`config.mk`:
```
export PLATFORM = sky130hd
export DESIGN_NAME = fetch_lda_seq
export DESIGN_NICKNAME = d
export VERILOG_FILES = /design/src/rtl/fetch_lda_pkg.sv /design/src/rtl/fls_state_reg.sv /design/src/rtl/fls_opcode_match.sv /design/src/rtl/fls_next_state.sv /design/src/rtl/fls_ctl_decode.sv /design/src/rtl/fetch_lda_seq.sv
export SDC_FILE = /design/constraint.sdc
export NUM_CORES = 1
export LEC_CHECK = 0
export BUFFER_PORTS_ARGS = -buffer_cell sky130_fd_sc_hd__buf_2
export CORE_AREA = 2 2 39 41
export DETAILED_ROUTE_END_ITERATION = 16
export DIE_AREA = 0 0 41 43
export GPL_TIMING_DRIVEN = 1
export MAX_ROUTING_LAYER = met4
export PLACE_DENSITY = 0.66
export SYNTH_ARGS = -nofsm -noshare
export SYNTH_HDL_FRONTEND = slang
export SYNTH_SLANG_ARGS = --single-unit
```
`constraint.sdc`:
```
create_clock -name clk -period 1 [get_ports clk]
set_input_delay 0.1 -clock clk [delete_from_list [all_inputs] [get_ports clk]]
set_output_delay 0.1 -clock clk [all_outputs]
set_load 0.005 [all_outputs]
```
`src/rtl/fetch_lda_pkg.sv`:
```
// Package: shared state encoding, ALU codes and the command bundle
// for the fetch and load-accumulator sequencer.
// Assumes a 3-bit ALU code in which 3'b100 passes the A side.
package fetch_lda_pkg;

    localparam int ALU_W = 3;

    localparam logic [ALU_W-1:0] ALU_IDLE   = 3'b000;
    localparam logic [ALU_W-1:0] ALU_PASS_A = 3'b100;

    typedef enum logic [2:0] {
        ST_PC_CLR    = 3'd0,
        ST_FETCH_ADR = 3'd1,
        ST_FETCH_RD  = 3'd2,
        ST_PTR_ADR   = 3'd3,
        ST_PTR_RD    = 3'd4,
        ST_OPERAND   = 3'd5
    } seq_state_e;

    typedef struct packed {
        logic [ALU_W-1:0] alu_fn;
        logic acc_load;
        logic acc_clear;
        logic ir_load;
        logic pc_inc;
        logic pc_load_page;
        logic pc_load_ofs;
        logic pc_clear;
        logic mar_load_page;
        logic mar_load_ofs;
        logic sr_load;
        logic sr_carry_flip;
        logic pc_to_page_bus;
        logic ir_to_page_bus;
        logic pc_to_ofs_bus;
        logic ibus_to_ofs_bus;
        logic pc_ofs_to_ibus;
        logic alu_to_ibus;
        logic xbus_to_ibus;
        logic mar_to_abus;
        logic ibus_to_xbus;
        logic shift_left;
        logic shift_right;
        logic mem_read;
    } ctl_lines_t;

endpackage

```
`src/rtl/fls_state_reg.sv`:
```
// Module: state register of the sequencer.
// Holds the current step. A synchronous active-low reset forces the
// program-counter clear step. Updates on the rising edge.
module fls_state_reg
    import fetch_lda_pkg::*;
(
    input  logic       clk,
    input  logic       rst_n,
    input  seq_state_e nxt_state,
    output seq_state_e cur_state
);

    // Purpose: advance to the next step, or hold the clear step in reset.
    always_ff @(posedge clk) begin
        if (!rst_n) begin
            cur_state <= ST_PC_CLR;
        end else begin
            cur_state <= nxt_state;
        end
    end

endmodule

```
`src/rtl/fls_opcode_match.sv`:
```
// Module: opcode comparator.
// Flags when the top OPC_W bits of the instruction word equal LOAD_OPC.
// Assumes OPC_W is smaller than IR_W. The low bits are routed to the
// datapath elsewhere and are not used here.
module fls_opcode_match #(
    parameter int IR_W     = 8,
    parameter int OPC_W    = 4,
    parameter int LOAD_OPC = 0
) (
    input  logic [IR_W-1:0] ir_word,
    output logic            is_load
);

    localparam int OPC_LSB = IR_W - OPC_W;
    localparam logic [OPC_W-1:0] LOAD_CODE = OPC_W'(LOAD_OPC);

    logic [OPC_W-1:0] opcode;
    logic             unused_low_bits;

    assign opcode          = ir_word[IR_W-1:OPC_LSB];
    assign unused_low_bits = ^ir_word[OPC_LSB-1:0];

    // Purpose: compare the opcode field with the load code.
    always_comb begin
        is_load = (opcode == LOAD_CODE);
    end

endmodule

```
`src/rtl/fls_next_state.sv`:
```
// Module: next-step logic.
// The only branch is at the end of fetch step 2, where the opcode
// comparator picks between the pointer steps and a new fetch.
module fls_next_state
    import fetch_lda_pkg::*;
(
    input  seq_state_e cur_state,
    input  logic       is_load,
    output seq_state_e nxt_state
);

    // Purpose: select the step that follows the current one.
    always_comb begin
        unique case (cur_state)
            ST_PC_CLR:    nxt_state = ST_FETCH_ADR;
            ST_FETCH_ADR: nxt_state = ST_FETCH_RD;
            ST_FETCH_RD:  nxt_state = is_load ? ST_PTR_ADR : ST_FETCH_ADR;
            ST_PTR_ADR:   nxt_state = ST_PTR_RD;
            ST_PTR_RD:    nxt_state = ST_OPERAND;
            ST_OPERAND:   nxt_state = ST_FETCH_ADR;
            default:      nxt_state = ST_PC_CLR;
        endcase
    end

endmodule

```
`src/rtl/fls_ctl_decode.sv`:
```
// Module: command decoder.
// Maps each step to its datapath command bundle. Every line starts at
// 0 and only the lines a step needs are raised, so each bus has at
// most one driver in any step.
module fls_ctl_decode
    import fetch_lda_pkg::*;
(
    input  seq_state_e cur_state,
    output ctl_lines_t ctl
);

    // Purpose: raise the command lines of the current step over an all-zero default.
    always_comb begin
        ctl = '0;
        unique case (cur_state)
            ST_PC_CLR: begin
                ctl.pc_clear = 1'b1;
            end
            ST_FETCH_ADR, ST_PTR_ADR: begin
                ctl.pc_to_page_bus = 1'b1;
                ctl.pc_to_ofs_bus  = 1'b1;
                ctl.mar_load_page  = 1'b1;
                ctl.mar_load_ofs   = 1'b1;
                ctl.pc_inc         = 1'b1;
            end
            ST_FETCH_RD: begin
                ctl.mar_to_abus  = 1'b1;
                ctl.mem_read     = 1'b1;
                ctl.xbus_to_ibus = 1'b1;
                ctl.alu_fn       = ALU_PASS_A;
                ctl.ir_load      = 1'b1;
            end
            ST_PTR_RD: begin
                ctl.mar_to_abus     = 1'b1;
                ctl.mem_read        = 1'b1;
                ctl.xbus_to_ibus    = 1'b1;
                ctl.ibus_to_ofs_bus = 1'b1;
                ctl.ir_to_page_bus  = 1'b1;
                ctl.mar_load_page   = 1'b1;
                ctl.mar_load_ofs    = 1'b1;
            end
            ST_OPERAND: begin
                ctl.mar_to_abus  = 1'b1;
                ctl.mem_read     = 1'b1;
                ctl.xbus_to_ibus = 1'b1;
                ctl.alu_fn       = ALU_PASS_A;
                ctl.acc_load     = 1'b1;
            end
            default: begin
                ctl.alu_fn = ALU_IDLE;
            end
        endcase
    end

endmodule

```
`src/rtl/fetch_lda_seq.sv`:
```
// Module: fetch and load-accumulator sequencer (top).
// Drives the datapath commands for instruction fetch and for the
// direct-address load. Changes state on the rising edge. Assumes the
// datapath registers update on the falling edge of the same clock.
// The status flags are carried through the port but not used.
module fetch_lda_seq
    import fetch_lda_pkg::*;
#(
    parameter int IR_W     = 8,
    parameter int OPC_W    = 4,
    parameter int FLAG_W   = 4,
    parameter int LOAD_OPC = 0
) (
    input  logic              clk,
    input  logic              rst_n,
    input  logic [IR_W-1:0]   ir_word,
    input  logic [FLAG_W-1:0] flags,
    output logic [ALU_W-1:0]  alu_fn,
    output logic              acc_load,
    output logic              acc_clear,
    output logic              ir_load,
    output logic              pc_inc,
    output logic              pc_load_page,
    output logic              pc_load_ofs,
    output logic              pc_clear,
    output logic              mar_load_page,
    output logic              mar_load_ofs,
    output logic              sr_load,
    output logic              sr_carry_flip,
    output logic              pc_to_page_bus,
    output logic              ir_to_page_bus,
    output logic              pc_to_ofs_bus,
    output logic              ibus_to_ofs_bus,
    output logic              pc_ofs_to_ibus,
    output logic              alu_to_ibus,
    output logic              xbus_to_ibus,
    output logic              mar_to_abus,
    output logic              ibus_to_xbus,
    output logic              shift_left,
    output logic              shift_right,
    output logic              mem_read
);

    localparam int OPC_LSB = IR_W - OPC_W;
    localparam logic [OPC_W-1:0] LOAD_CODE = OPC_W'(LOAD_OPC);

    seq_state_e cur_state;
    seq_state_e nxt_state;
    logic       is_load;
    ctl_lines_t ctl;
    logic       unused_flags;

    assign unused_flags = ^flags;

    fls_opcode_match #(
        .IR_W     (IR_W),
        .OPC_W    (OPC_W),
        .LOAD_OPC (LOAD_OPC)
    ) u_opc (
        .ir_word (ir_word),
        .is_load (is_load)
    );

    fls_next_state u_nxt (
        .cur_state (cur_state),
        .is_load   (is_load),
        .nxt_state (nxt_state)
    );

    fls_state_reg u_st (
        .clk       (clk),
        .rst_n     (rst_n),
        .nxt_state (nxt_state),
        .cur_state (cur_state)
    );

    fls_ctl_decode u_dec (
        .cur_state (cur_state),
        .ctl       (ctl)
    );

    // Command bundle to ports
    assign alu_fn          = ctl.alu_fn;
    assign acc_load        = ctl.acc_load;
    assign acc_clear       = ctl.acc_clear;
    assign ir_load         = ctl.ir_load;
    assign pc_inc          = ctl.pc_inc;
    assign pc_load_page    = ctl.pc_load_page;
    assign pc_load_ofs     = ctl.pc_load_ofs;
    assign pc_clear        = ctl.pc_clear;
    assign mar_load_page   = ctl.mar_load_page;
    assign mar_load_ofs    = ctl.mar_load_ofs;
    assign sr_load         = ctl.sr_load;
    assign sr_carry_flip   = ctl.sr_carry_flip;
    assign pc_to_page_bus  = ctl.pc_to_page_bus;
    assign ir_to_page_bus  = ctl.ir_to_page_bus;
    assign pc_to_ofs_bus   = ctl.pc_to_ofs_bus;
    assign ibus_to_ofs_bus = ctl.ibus_to_ofs_bus;
    assign pc_ofs_to_ibus  = ctl.pc_ofs_to_ibus;
    assign alu_to_ibus     = ctl.alu_to_ibus;
    assign xbus_to_ibus    = ctl.xbus_to_ibus;
    assign mar_to_abus     = ctl.mar_to_abus;
    assign ibus_to_xbus    = ctl.ibus_to_xbus;
    assign shift_left      = ctl.shift_left;
    assign shift_right     = ctl.shift_right;
    assign mem_read        = ctl.mem_read;

    // Bus exclusivity on the three shared buses
    assert_page_bus_single_R9: assert property (@(posedge clk) disable iff (!rst_n)
        $onehot0({pc_to_page_bus, ir_to_page_bus}));
    assert_ofs_bus_single_R9: assert property (@(posedge clk) disable iff (!rst_n)
        $onehot0({pc_to_ofs_bus, ibus_to_ofs_bus}));
    assert_ibus_single_R9: assert property (@(posedge clk) disable iff (!rst_n)
        $onehot0({pc_ofs_to_ibus, alu_to_ibus, xbus_to_ibus}));

    // Shifter never engaged by this sequence
    assert_no_shift_R8: assert property (@(posedge clk) disable iff (!rst_n)
        !(shift_left || shift_right));

    // A memory read always has an address on the bus
    assert_read_has_addr_R3: assert property (@(posedge clk) disable iff (!rst_n)
        mem_read |-> mar_to_abus);

    // An increment step is always followed by a read step
    assert_inc_then_read_R2: assert property (@(posedge clk) disable iff (!rst_n)
        pc_inc |=> (mem_read && mar_to_abus));

    // A load opcode leads to the pointer read with the page taken from the instruction
    assert_load_branch_R4: assert property (@(posedge clk) disable iff (!rst_n)
        (ir_load && (ir_word[IR_W-1:OPC_LSB] == LOAD_CODE)) |=> ##1 ir_to_page_bus);

    // The operand step returns to fetch step 1
    assert_operand_returns_R7: assert property (@(posedge clk) disable iff (!rst_n)
        acc_load |=> (pc_inc && pc_to_page_bus));

endmodule

```
# Yosys cells after proc, flatten, opt, wreduce, memory -nomap -nowiden
# Index checks and enable logic that the tools add are counted.
op_classes:
  n_eq_ne: 5
  n_mux: 11
  n_reduce_logical: 7
op_table:
  columns: ["op", "count"]
  rows:
  - ["case mux 3 bit (5 select lines)", 1]
  - ["equality test 3 x 2 -> 1 bit (second input constant)", 2]
  - ["equality test 3 bit (second input constant)", 2]
  - ["2-to-1 mux 1 bit", 6]
  - ["2-to-1 mux 2 bit", 3]
  - ["OR reduction 2 bit", 3]
  - ["OR reduction 3 bit", 2]
  - ["logical NOT 4 bit", 1]
  - ["equality test 3 x 1 -> 1 bit (second input constant)", 1]
  - ["logical NOT 3 bit", 1]
  - ["2-to-1 mux 3 bit", 1]
totals:
  ff_bits: 3
  inputBits: 14
  output_inout_bits: 26

# Logic depth before layout (Yosys ltp)
# Gate-level depths: netlist of the first run.
logic_depth:
  depth_word: 3
  depth_mapped: 3
  depth_no_buf: 3

# Modules after synthesis
# From an unflattened synthesis of the first run, not the netlist that was laid out.
unflattened:
  hier_cells: 42
  area_unflattened_um2: 341.6
modules_own_cells:
  columns: ["mod", "n_inst", "cells_each", "area_each_um2", "seq_area_each_um2"]
  rows:
  - ["fls_ctl_decode", 1, 28, 205.2, 0.0]
  - ["fls_state_reg", 1, 6, 78.8, 60.1]
  - ["fls_next_state", 1, 7, 45.0, 0.0]
  - ["fls_opcode_match", 1, 1, 12.5, 0.0]

# Least setup slack after synthesis of the first run
# Ideal clock, no wire load.
synth_path:
  path_kind: "flip-flop to output port"
  startpoint: "reg u_st.cur_state[1]"
  endpoint: "out mem_read"
  arrival_time_ns: 1.027
  path_slack_ns: -0.127
  path_stages_with_launch: 4
  n_path_buf: 1
  path_cell_list: "dfxtp_1 nor3b_1 nand2b_1 buf_4"
synth_between:
  elab_chain_cells: 3
  elab_cells_between_ends: 5
  cone_classes: "eq/ne (3); mux (1); reduce/logical (1)"
synth_lines:
  columns: ["element", "line", "rtl"]
  rows:
  - ["start, declared", "fls_state_reg.sv:10", "output seq_state_e cur_state"]
  - ["start signal, assigned", "fls_state_reg.sv:18", "cur_state <= nxt_state;"]
  - ["equality test 3 bit / equality test 3 x 2 -> 1 bit (equally long branches)", "fls_ctl_decode.sv:15", "unique case (cur_state)"]
  - ["OR reduction 3 bit (no source line) *", null, null]
  - ["2-to-1 mux 1 bit *", "fls_ctl_decode.sv:15", null]
  - ["end, declared", "fetch_lda_seq.sv:41", "output logic mem_read"]
# Every way passes the cells marked *; elsewhere a longest branch is shown, timed or not.

# Worst setup path after layout of the first run
layout_path:
  startpoint: "reg u_st.cur_state[2]"
  endpoint: "out mar_load_page"
layout_between:
  elab_chain_cells: 3
  elab_cells_between_ends: 5
  cone_classes: "eq/ne (3); mux (1); reduce/logical (1)"
layout_lines:
  columns: ["element", "line", "rtl"]
  rows:
  - ["equality test 3 bit, or another cell as far along", "fls_ctl_decode.sv:15", null]
  - ["OR reduction 3 bit (no source line) *", null, null]
  - ["2-to-1 mux 2 bit *", "fls_ctl_decode.sv:15", null]
  - ["end, declared", "fetch_lda_seq.sv:26", "output logic mar_load_page,"]
# Marked as above.

==> flow_summary.json, run 1 <==
{
  "outcome": "finished, violations left",
  "violations": "negative setup slack",
  "cts_made_buffers": 3,
  "drive_gt1_share_pct": 70.6,
  "core_um2": 1380,
  "largest_reg_flops": 3,
  "synth_seq_area_share_pct": 18.0,
  "path_class": "flip-flop to output port",
  "path_clk_slew_ps": 40,
  "fin_crit_ps": 1290,
  "cts-root-buf": "clkbuf_4",
  "synth_top_cell_by_area": "buf_4",
  "ys_ff_latch": 3,
  "num_vias": 328,
  "syn2layout_area_growth_pct": 64.0,
  "dieHeight_um": 43,
  "io_buffer_count": 19,
  "arrival_ps": 1190,
  "antenna_left": 0,
  "rows": 14,
  "gp_congestion": 0.771,
  "synth-edff-count": 0,
  "wire_per_inst_um": 8.42,
  "fill_cells": 137,
  "antenna_cells": 0,
  "irDropWorstVdd_v": 0.000702,
  "power_density_nw_per_um2": 987,
  "drcViolationCount": 0,
  "path_max_fanout": 6,
  "cts_sinks": 3,
  "viasPerCell": 3.90,
  "hold_viol": 0,
  "syn_area_um2": 334,
  "initial_utilization_pct": 24.1,
  "report.final.setup_viol": 16,
  "yosys-top-cells-area": "buf_4, dfxtp_1, and4bb_2, a21boi_2, inv_1",
  "final_nets": 83,
  "maxCapViolCount": 0,
  "p_leak_nw": 0.303,
  "synth_area_per_cell_um2": 8.15,
  "yosys_warnings": 0,
  "start_kind": "flip-flop",
  "regArea_um2": 71.3,
  "grt-ovfl-total": 0,
  "firstDrtPassIters": 1,
  "cts_tree": "built",
  "grtUsageTotal_pct": 9.26,
  "layout_common_cells": "buf_2, conb_1, buf_6",
  "endpoint_kind": "output port",
  "hpwl_um": 471,
  "final.setup_skew_ps": 4.41,
  "rsz0062_at_grt": "true",
  "dp_slack_ps": -47.4,
  "min_path_type": "input pin to flip-flop",
  "die_w_um": 41,
  "drt_iter0_drc": 0,
  "antenna_found_initial": 0,
  "synth_ff_type": "dfxtp_1",
  "insertion_delay_ps": 240,
  "netlist.area_leader.share_pct": 40.4,
  "multi_input_area_um2": 198,
  "final_common_cell": "buf_2",
  "routed_wl_um": 707,
  "top_regs": "u_st.cur_state x3",
  "grt_start_max_net_pins": 7,
  "grt_pass1_vias": 256,
  "clock_path_buffers": 2,
  "post-route-period-util_pct": 129,
  "grt_pass1_wl_mm": 1.04,
  "fin_ws_ps": -293,
  "max_flop_register": "u_st.cur_state",
  "io_pins": 40,
  "required_ps": 900,
  "cts_max_level": 1,
  "synth_cell_types": 19,
  "synthArstFlopShare_pct": 0,
  "fmax_mhz": 773,
  "synthCells": 41,
  "slew_viol_final": 0,
  "die_area_um2": 1760,
  "placed_cells": 74,
  "instances_no_fill": 84
}
[metal layers]
| layer | GRT usage, % | vias up | wire length [µm] |
|---|---|---|---|
| met5 | - | - | 0 |
| met4 | 4.00 | 0 | 10 |
| met3 | 6.28 | 2 | 92 |
| met2 | 13.4 | 22 | 355 |
| met1 | 9.32 | 146 | 248 |
| li1 | - | 158 | - |
[layout make-up]
| cell class | instances | share of cell area [%] |
|---|---|---|
| timing repair buffer | 30 | 40.4 |
| multi-input combinational | 28 | 36.1 |
| sequential | 3 | 13.0 |
| clock buffer | 4 | 4.79 |
| tap | 16 | 3.65 |
| inverter | 3 | 2.05 |
[stage by stage]
stage / hold WS, ps / TNS [ps] / utilization (%) / instance area (µm²) / total power [mW]
4_1_cts: 129 / -2870 / 36.1 / 499 / 0.519
5_1_grt: 143 / -3850 / 39.6 / 548 / 0.583
6_report: 135 / -2990 / 39.6 / 548 / 0.541
2_1_floorplan: 246 / -41.3 / - / 397 / 0.255
3_3_place_gp: 369 / -162 / 29.4 / 407 / 0.260
3_5_place_dp: 376 / -303 / 29.4 / 407 / 0.262
[what timing repair did]
| item | CTS | global route |
|---|---|---|
| setup buffers | 3 | 3 |
| hold buffers | 0 | 0 |
| gates resized for setup | 11 | 5 |
| setup endpoints to repair | 15 | 17 |
| pin swaps | 4 | 4 |
| cloned | 0 | 0 |
[power breakdown]
group | total (mW) | switching, mW | internal [mW]
logic | 0.177 | 0.0664 | 0.110
registers | 0.139 | 0.0138 | 0.125
clock network | 0.225 | 0.0750 | 0.150
total | 0.541 | 0.155 | 0.386
[critical path: stages (launching register included)]
cell	delay (ps)
dfxtp_4	360
or3b_4	410
nand2_2	80
buf_2	100
[synth_stat cells, types with 2 or more instances]
cell type and instances:
nand2_1 2, inv_1 3, dfxtp_1 3, buf_4 18
[worst paths after layout]
kind / from / endpoint / slack [ps] / depth (start not counted)
worst max-delay path: u_st.cur_state[2] / mar_load_page / -290 / 3
worst min-delay path: rst_n / u_st.cur_state[2] / 140 / 2
worst max register to register: u_st.cur_state[0] / u_st.cur_state[1] / -80 / 4
worst min register to register: u_st.cur_state[1] / u_st.cur_state[2] / 670 / 3
[logic make-up after synthesis]
group | Yosys count | share of synthesized area [%]
flip-flops | 3 | 18.0
buffers and inverters | 21 | 43.8
AND/OR/NAND/NOR | 14 | 30.7
AO/OA/AOI/OAI | 2 | 6.37
other | 1 | 1.12
No activity file was read; power rests on OpenSTA's default activity.
==> inputs of run 2 (changes only) <==
- CELL_PAD_IN_SITES_DETAIL_PLACEMENT: not set -> 0
- CELL_PAD_IN_SITES_GLOBAL_PLACEMENT: not set -> 1
- CORE_AREA: 2 2 39 41 -> not set
- CORE_UTILIZATION: not set -> 17
- DIE_AREA: 0 0 41 43 -> not set
- PLACE_DENSITY: 0.66 -> not set
- PLACE_DENSITY_LB_ADDON: not set -> 0.1
==> run 2 against run 1 <==
- the run still ends with negative setup slack left
- design area is 14% lower
- via count fell by 12%
- core utilization decreased by 13 points
- sequential power hardly changed
- highest routed layer is now met3
==> flow_summary.json, run 2 (synthesis results as in run 1) <==
{
  "top_regs": "u_st.cur_state x3",
  "arrival_ps": 1180,
  "firstDrtPassIters": 3,
  "cts_max_level": 1,
  "layout_common_cells": "buf_2, conb_1, buf_4",
  "outcome": "finished, violations left",
  "insertion_delay_ps": 240,
  "p_sw_mw": 0.140,
  "fin_ws_ps": -276,
  "internal-power_mw": 0.354,
  "hold_viol": 0,
  "final.setup_skew_ps": 0.534,
  "antenna_found_initial": 0,
  "io_pins": 40,
  "final_nets": 78,
  "die_area_um2": 2150,
  "start_kind": "flip-flop",
  "hpwl_um": 444,
  "power_frac_comb_pct": 27.3,
  "fin_crit_ps": 1280,
  "grt-ovfl-total": 0,
  "antenna_cells": 0,
  "rows": 15,
  "cts_made_buffers": 3,
  "crit_family": "simple AND/OR/NAND/NOR gates",
  "dieHeight_um": 46.3,
  "placed_cell_area_um2": 403,
  "die_w_um": 46.3,
  "drt_iter0_drc": 3,
  "routed_wl_um": 600,
  "final_area_um2": 473,
  "clock_path_buffers": 2,
  "gp_congestion": 0.674,
  "min_path_type": "input pin to flip-flop",
  "power_density_nw_per_um2": 1040,
  "post-route-period-util_pct": 128,
  "path_class": "flip-flop to output port",
  "max_flop_register": "u_st.cur_state",
  "antenna_left": 0,
  "clkPwrFrac_pct": 45.1,
  "seq_power_share_pct": 27.7,
  "slew_viol_final": 0,
  "maxCapViolCount": 0,
  "irDropWorstVdd_v": 0.000653,
  "cts_sinks": 3,
  "initial_utilization_pct": 18.7,
  "worstPathCellList": "or3b_4 > nand2_2 > buf_2",
  "cts-root-buf": "clkbuf_4",
  "wire_per_inst_um": 6.82,
  "cp_num_buf_inv": 1,
  "violations": "negative setup slack",
  "dp_slack_ps": -54.6,
  "endpoint_kind": "output port",
  "cpPeakStageDelay_ps": 410,
  "viasPerCell": 3.30,
  "report.final.setup_viol": 14,
  "fill_cells": 207,
  "required_ps": 900,
  "largest_reg_flops": 3,
  "p_leak_nw": 0.267,
  "grt_start_max_net_pins": 9,
  "grtUsageTotal_pct": 6.75,
  "drcViolationCount": 0,
  "fmax_mhz": 784,
  "grt_pass1_vias": 209,
  "path_max_fanout": 6,
  "num_vias": 290,
  "swShare_pct": 28.4,
  "rsz0062_at_grt": "true",
  "drive_gt1_share_pct": 65.1,
  "final_common_cell": "buf_2",
  "core_um2": 1780,
  "path_clk_slew_ps": 40,
  "slowest_stage": "or3b_4",
  "grt_pass1_wl_um": 876,
  "cts_tree": "built",
  "io_buffer_count": 19,
  "syn2layout_area_growth_pct": 41.6
}
[run 2: layout make-up]
cell class	instances	area (µm²)	share of cell area, %
repair buffers	25	154	32.5
flip-flops and latches	3	71.3	15.1
multi-input cells	28	179	37.8
inverters	3	11.3	2.38
clock buffers	4	26.3	5.56
well taps	25	31.3	6.61
[run 2: path summary, 6_finish.rpt]
path / cells past startpoint / startpoint / to / slack (ps)
worst max register to register: 3 / u_st.cur_state[0] / u_st.cur_state[2] / -80
worst min register to register: 3 / u_st.cur_state[0] / u_st.cur_state[2] / 640
worst min-delay path: 2 / rst_n / u_st.cur_state[0] / 130
worst max-delay path: 3 / u_st.cur_state[0] / mar_load_ofs / -280
[run 2: what timing repair did]
item                       CTS  global route
gates resized for setup      7             1
setup buffers                3             1
gates cloned                 0             0
pin swaps                    0             1
hold buffers                 0             0
setup endpoints to repair   14            16
[run 2: routing by layer]
metal  part of all wire (%)  vias to the layer above  global-route usage (%)
met5                      0                        -                       -
met4                      0                        0                    5.29
met3                     13                        0                    5.88
met2                     43                       21                    8.33
met1                     43                      121                    6.53
li1                       -                      148                       -
[run 2: power by group through the flow]
stage / clock (mW) / combinational, mW / sequential [mW]
CTS: 0.228 / 0.136 / 0.137
global route: 0.244 / 0.153 / 0.139
detailed placement: 0 / 0.118 / 0.141
global placement: 0 / 0.119 / 0.142
finish: 0.223 / 0.135 / 0.137
floorplan: 0 / 0.116 / 0.139
[run 2: metrics by stage]
stage	total power, mW	hold WS [ps]	setup TNS [ps]	util [%]	cells
2_1_floorplan	0.255	246	-41.3	-	52
3_3_place_gp	0.261	393	-290	22.6	81
3_5_place_dp	0.259	386	-263	22.6	81
4_1_cts	0.501	137	-2470	26.5	88
5_1_grt	0.536	148	-3310	26.5	88
6_report	0.494	135	-2260	26.5	88
